### src/rtl/pirq_pkg.sv
package pirq_pkg;
  typedef enum logic [1:0] {
    SEL_STATUS = 2'd0,
    SEL_CFG    = 2'd1,
    SEL_DATA_A = 2'd2,
    SEL_DATA_B = 2'd3
  } reg_sel_e;

  localparam int NPORT    = 2;
  localparam int B_INT    = 7;
  localparam int B_STA_A  = 6;
  localparam int B_STA_B  = 5;
  localparam int B_EN_A   = 4;
  localparam int B_EN_B   = 3;
  localparam int B_EN_MEM = 2;
  localparam int B_ZERO   = 1;
  localparam int B_MEM    = 0;
endpackage

### src/rtl/pirq_strobe_edge.sv
module pirq_strobe_edge #(
  parameter int STAGES = 2
) (
  input  logic clk,
  input  logic rst_n,
  input  logic strb_in,
  input  logic rise_sel,
  output logic edge_hit
);
  logic [STAGES-1:0] sync_q;
  logic              prev_q;

  always_ff @(posedge clk or negedge rst_n) begin
    if (!rst_n) sync_q[0] <= 1'b0;
    else        sync_q[0] <= strb_in;
  end

  for (genvar s = 1; s < STAGES; s++) begin : g_sync
    always_ff @(posedge clk or negedge rst_n) begin
      if (!rst_n) sync_q[s] <= 1'b0;
      else        sync_q[s] <= sync_q[s-1];
    end
  end

  always_ff @(posedge clk or negedge rst_n) begin
    if (!rst_n) prev_q <= 1'b0;
    else        prev_q <= sync_q[STAGES-1];
  end

  always_comb begin
    if (rise_sel) edge_hit = sync_q[STAGES-1] & ~prev_q;
    else          edge_hit = ~sync_q[STAGES-1] & prev_q;
  end
endmodule

### src/rtl/pirq_status.sv
module pirq_status
  import pirq_pkg::*;
#(
  parameter int REG_W = 8
) (
  input  logic             clk,
  input  logic             rst_n,
  input  logic [NPORT-1:0] fire,
  input  logic             prog_done,
  input  logic             wr_status,
  input  logic [REG_W-1:0] wdata,
  input  logic             rd_latch,
  output logic [REG_W-1:0] status_q,
  output logic             irq
);
  logic int_f, sta_a, sta_b, en_a, en_b, en_mem, mem_done;
  logic clr_a, clr_b, clr_mem, set_int, clr_int;

  always_comb begin
    clr_a   = wr_status & ~wdata[B_STA_A];
    clr_b   = wr_status & ~wdata[B_STA_B];
    clr_mem = wr_status & ~wdata[B_MEM];
    set_int = (fire[0] & en_a) | (fire[1] & en_b);
    clr_int = rd_latch | (clr_a & sta_a) | (clr_b & sta_b);
  end

  always_ff @(posedge clk or negedge rst_n) begin
    if (!rst_n) begin
      int_f    <= 1'b0;
      sta_a    <= 1'b0;
      sta_b    <= 1'b0;
      en_a     <= 1'b0;
      en_b     <= 1'b0;
      en_mem   <= 1'b0;
      mem_done <= 1'b0;
    end else begin
      if (wr_status) begin
        en_a   <= wdata[B_EN_A];
        en_b   <= wdata[B_EN_B];
        en_mem <= wdata[B_EN_MEM];
      end
      sta_a    <= fire[0] | (sta_a & ~clr_a);
      sta_b    <= fire[1] | (sta_b & ~clr_b);
      mem_done <= (prog_done & en_mem) | (mem_done & ~clr_mem);
      int_f    <= set_int | (int_f & ~clr_int);
    end
  end

  always_comb begin
    status_q           = '0;
    status_q[B_INT]    = int_f;
    status_q[B_STA_A]  = sta_a;
    status_q[B_STA_B]  = sta_b;
    status_q[B_EN_A]   = en_a;
    status_q[B_EN_B]   = en_b;
    status_q[B_EN_MEM] = en_mem;
    status_q[B_MEM]    = mem_done;
    irq                = int_f | (mem_done & en_mem);
  end
endmodule

### src/rtl/port_irq_ctrl.sv
module port_irq_ctrl
  import pirq_pkg::*;
#(
  parameter int DATA_W      = 8,
  parameter int SYNC_STAGES = 2
) (
  input  logic              clk,
  input  logic              rst_n,
  input  logic [1:0]        bus_addr,
  input  logic              bus_wr,
  input  logic              bus_rd,
  input  logic [7:0]        bus_wdata,
  output logic [7:0]        bus_rdata,
  input  logic              strb_a,
  input  logic              strb_b,
  input  logic [DATA_W-1:0] pins_a,
  input  logic [DATA_W-1:0] pins_b,
  input  logic              prog_done,
  output logic              irq
);
  localparam int CFG_W = 2 * NPORT;

  logic [CFG_W-1:0]  cfg_q;
  logic [NPORT-1:0]  strb_in;
  logic [NPORT-1:0]  fire;
  logic [NPORT-1:0]  hit;
  logic [DATA_W-1:0] pins [NPORT];
  logic [DATA_W-1:0] lat_q [NPORT];
  logic [7:0]        status_q;
  logic              wr_status, wr_cfg, rd_latch;
  reg_sel_e          sel;

  assign sel       = reg_sel_e'(bus_addr);
  assign wr_status = bus_wr & (sel == SEL_STATUS);
  assign wr_cfg    = bus_wr & (sel == SEL_CFG);
  assign rd_latch  = bus_rd & ((sel == SEL_DATA_A) | (sel == SEL_DATA_B));
  assign strb_in   = {strb_b, strb_a};
  assign pins[0]   = pins_a;
  assign pins[1]   = pins_b;

  always_ff @(posedge clk or negedge rst_n) begin
    if (!rst_n)      cfg_q <= '0;
    else if (wr_cfg) cfg_q <= bus_wdata[CFG_W-1:0];
  end

  for (genvar p = 0; p < NPORT; p++) begin : g_port
    pirq_strobe_edge #(.STAGES(SYNC_STAGES)) i_edge (
      .clk     (clk),
      .rst_n   (rst_n),
      .strb_in (strb_in[p]),
      .rise_sel(cfg_q[NPORT + p]),
      .edge_hit(hit[p])
    );
    assign fire[p] = hit[p] & ~cfg_q[p];

    always_ff @(posedge clk or negedge rst_n) begin
      if (!rst_n)       lat_q[p] <= '0;
      else if (fire[p]) lat_q[p] <= pins[p];
    end
  end

  pirq_status #(.REG_W(8)) i_status (
    .clk      (clk),
    .rst_n    (rst_n),
    .fire     (fire),
    .prog_done(prog_done),
    .wr_status(wr_status),
    .wdata    (bus_wdata),
    .rd_latch (rd_latch),
    .status_q (status_q),
    .irq      (irq)
  );

  always_comb begin
    bus_rdata = '0;
    case (sel)
      SEL_STATUS: bus_rdata = status_q;
      SEL_CFG:    bus_rdata[CFG_W-1:0] = cfg_q;
      SEL_DATA_A: bus_rdata[DATA_W-1:0] = lat_q[0];
      SEL_DATA_B: bus_rdata[DATA_W-1:0] = lat_q[1];
      default:    bus_rdata = '0;
    endcase
  end
endmodule

### config.mk
export PLATFORM = sky130hd
export DESIGN_NAME = port_irq_ctrl
export DESIGN_NICKNAME = d
export VERILOG_FILES = /design/src/rtl/pirq_pkg.sv /design/src/rtl/pirq_strobe_edge.sv /design/src/rtl/pirq_status.sv /design/src/rtl/port_irq_ctrl.sv
export SDC_FILE = /design/constraint.sdc
export NUM_CORES = 1
export LEC_CHECK = 0
export CAP_MARGIN = 20
export CORE_UTILIZATION = 45
export CTS_BUF_LIST = sky130_fd_sc_hd__clkbuf_4 sky130_fd_sc_hd__clkbuf_8
export CTS_CLUSTER_SIZE = 30
export DETAILED_ROUTE_END_ITERATION = 8
export PLACE_DENSITY = 0.84
export SLEW_MARGIN = 20
export SYNTH_ARGS = -nofsm -noshare
export SYNTH_HDL_FRONTEND = slang
export SYNTH_SLANG_ARGS = --single-unit
### constraint.sdc
create_clock -name clk -period 3.9 [get_ports clk]
set_clock_uncertainty 0.2 [all_clocks]
set_input_delay 1.17 -clock clk [delete_from_list [all_inputs] [get_ports clk]]
set_output_delay 1.17 -clock clk [all_outputs]
set_load 0.01 [all_outputs]
==> metrics.yaml <==
p_int_w: 0.000784
dp_hpwl_mm: 2.43
period_share_pct: 98.8
gp_congestion: 0.806
tns_ns: 0
status: "finished, final reports clean"
max_freq_mhz: 260
diodes: 0
synth_cell_type_count: 21
netlist_area_sq_um: 1460
ys_seq_area_share_pct: 56.7
endpoint_kind: "output pin"
power_frac_seq_pct: 46.8
htree_levels: 2
slowest_delay_ns: 0.54
die_w_um: 58.9
start_util_pct: 47.7
cts.sinks: 33
max-vdd-ir-drop_v: 0.000342
p_leak_nw: 0.885
synthCells: 104
hold_buffers: 0
crit_path_start_kind: "input pin"
nFillCells: 244
drv_cap: 0
viasPerCell: 5.26
power.switching_w: 0.000276
final_common_cell: "dfrtp_1"
coreArea_sq_um: 3050
drc: 0
maxSlewHeadroom_pct: 71.7
drt-total-wl_mm: 3.48
power.share.combinational_pct: 27.4
cts_tree: "built"
finalNetCount: 189
clock_path_buffers: 2
tightest_slew_ns: 0.424
swShare_pct: 26.1
vias: 1057
numCtsBuffers: 5
cpMaxStageDelayCell: "clkdlybuf4s50_1"
grt_pass1_vias: 1204
cts_root_buf: "clkbuf_4"
min_period_ns: 3.85
yosys_warnings: 0
final_core_util_pct: 67.8
fp.dieH_um: 58.9
most-common-layout-cells: "33 x dfrtp_1, 31 x clkdlybuf4s50_1, 25 x mux2_2, 13 x nand2_1, 8 x dlygate4sd2_1"
path_cells: "clkdlybuf4s50_1 > buf_4 > mux4_2 > dlygate4sd2_1"
hold_class: "flop to flop"
antenna_found_initial: 0
syn2layout_area_growth_pct: 42.1
firstDrtPassIters: 4
grt_use_total_pct: 23.5
syn_area_per_cell_sq_um: 14.0
critical_path_arrival_ns: 2.48
synth_seq_cells: 33
dp_slack_ns: -0.349
drtIter0Drc: 12
final_layout_size_suffix_gt1_share_pct: 31.8
antenna_left: 0
p_per_area_nw_per_um2: 512
fin_ws_ns: 0.0467
timing_worst_setup_path_type: "input pin to output pin"
grt.overflow.total: 0
synth_fp_nets: 137
io_buffers: 40
clk_latency_ns: 0.34
wire_per_inst_um: 17.3
grt_max_degree: 34
rsz0062_at_grt: "no"
final_hold_viol_count: 0
num_rows: 20
path_clk_slew_ns: 0.10
required_ns: 2.53
clockPowerShare_pct: 25.8
ios: 42
drv_slew: 0
die-area_sq_um: 3470
grt_pass1_wl_mm: 5.78
setup_violations: 0
critPathMaxFanout: 6
total_power_w: 0.00106
## power groups by stage
stage / clock (W) / sequential [W] / combinational, W
3_5_place_dp: 0 / 0.000501 / 0.000308
3_3_place_gp: 0 / 0.000490 / 0.000298
6_report: 0.000274 / 0.000496 / 0.000291
4_1_cts: 0.000278 / 0.000496 / 0.000295
2_1_floorplan: 0 / 0.000479 / 0.000183
5_1_grt: 0.000291 / 0.000507 / 0.000317
## area by class of cell
type / instances / area, sq um / share of cell area, %
Timing Repair Buffer: 47 / 475 / 23.0
Clock inverter: 1 / 30.0 / 1.45
Sequential cell: 33 / 826 / 39.9
Tap cell: 44 / 55.1 / 2.66
Clock buffer: 7 / 58.8 / 2.84
Multi-Input combinational cell: 69 / 624 / 30.2
## repair_timing
action	CTS	global route
cloned	1	0
buffers inserted	1	0
gates resized for setup	10	2
hold endpoints to repair	0	0
endpoints found under the setup margin	8	4
## flip-flops by register name, summed over array words and instances (netlist names)
register,cells
i_status.en_a,1
lat_q,16
g_port.i_edge.sync_q,4
g_port.i_edge.prev_q,2
i_status.sta_b,1
i_status.mem_done,1
i_status.int_f,1
i_status.sta_a,1
cfg_q,4
i_status.en_b,1
i_status.en_mem,1
## cell usage after synthesis, drive strengths merged
cell type  instances  share of area [%]
nor3b              1               0.52
nor2               1               0.26
a21oi              3                2.6
nand3b             3                1.5
a221o              1               0.77
nand2b             3                1.3
or3b               3                2.1
nor2b              2               0.86
a21o               1               0.52
a21boi             1               0.52
buf                2               0.60
nand2             13                3.4
mux2              25                 19
dfrtp             33                 57
a22o               4                2.4
o21ai              5                1.7
mux4               3                4.9
## final timing paths
kind                            depth (start not counted)                                    to                                 start  slack [ns]
worst max-delay path                                    4                          bus_rdata[2]                           bus_addr[1]        0.05
worst min-delay path                                    0  g_port[1].i_edge.sync_q[1]$_DFF_PN0_  g_port[1].i_edge.sync_q[0]$_DFF_PN0_        0.16
worst max register to register                          3                  lat_q[4]$_DFFE_PN0P_                  cfg_q[3]$_DFFE_PN0P_        1.96
worst min register to register                          0  g_port[1].i_edge.sync_q[1]$_DFF_PN0_  g_port[1].i_edge.sync_q[0]$_DFF_PN0_        0.16
max in group asynchronous                               2                  lat_q[0]$_DFFE_PN0P_                                 rst_n        2.16
min in group asynchronous                               2                  lat_q[5]$_DFFE_PN0P_                                 rst_n        1.03
## cell families after synthesis
kind of cell	count (synthesis)	share of synthesized area, %
multiplexers	28	24.2
AO/OA/AOI/OAI	15	8.50
flip-flops	33	56.7
AND/OR/NAND/NOR	26	9.97
buffers and inverters	2	0.601
## layer usage
metal | routed length [um] | vias up | global-route usage (%)
li1 | - | 481 | -
met1 | 1370 | 534 | 26.2
met2 | 1860 | 32 | 43.2
met3 | 194 | 10 | 5.49
met4 | 65 | 0 | 8.84
met5 | 0 | - | 0
## worst max-delay path, delay by kind of cell
| family | cells | cell delay (ns) |
|---|---|---|
| mux | 1 | 0.29 |
| buf+inv | 3 | 1.02 |
## metrics by stage
step	std cells	hold WS, ns	area, sq um
3_5_place_dp	191	0.136	1950
4_1_cts	201	0.158	2070
2_1_floorplan	104	0.131	1460
5_1_grt	201	0.164	2070
3_3_place_gp	191	0.132	1950
6_report	201	0.159	2070
Power figures use the tool's default switching activity.
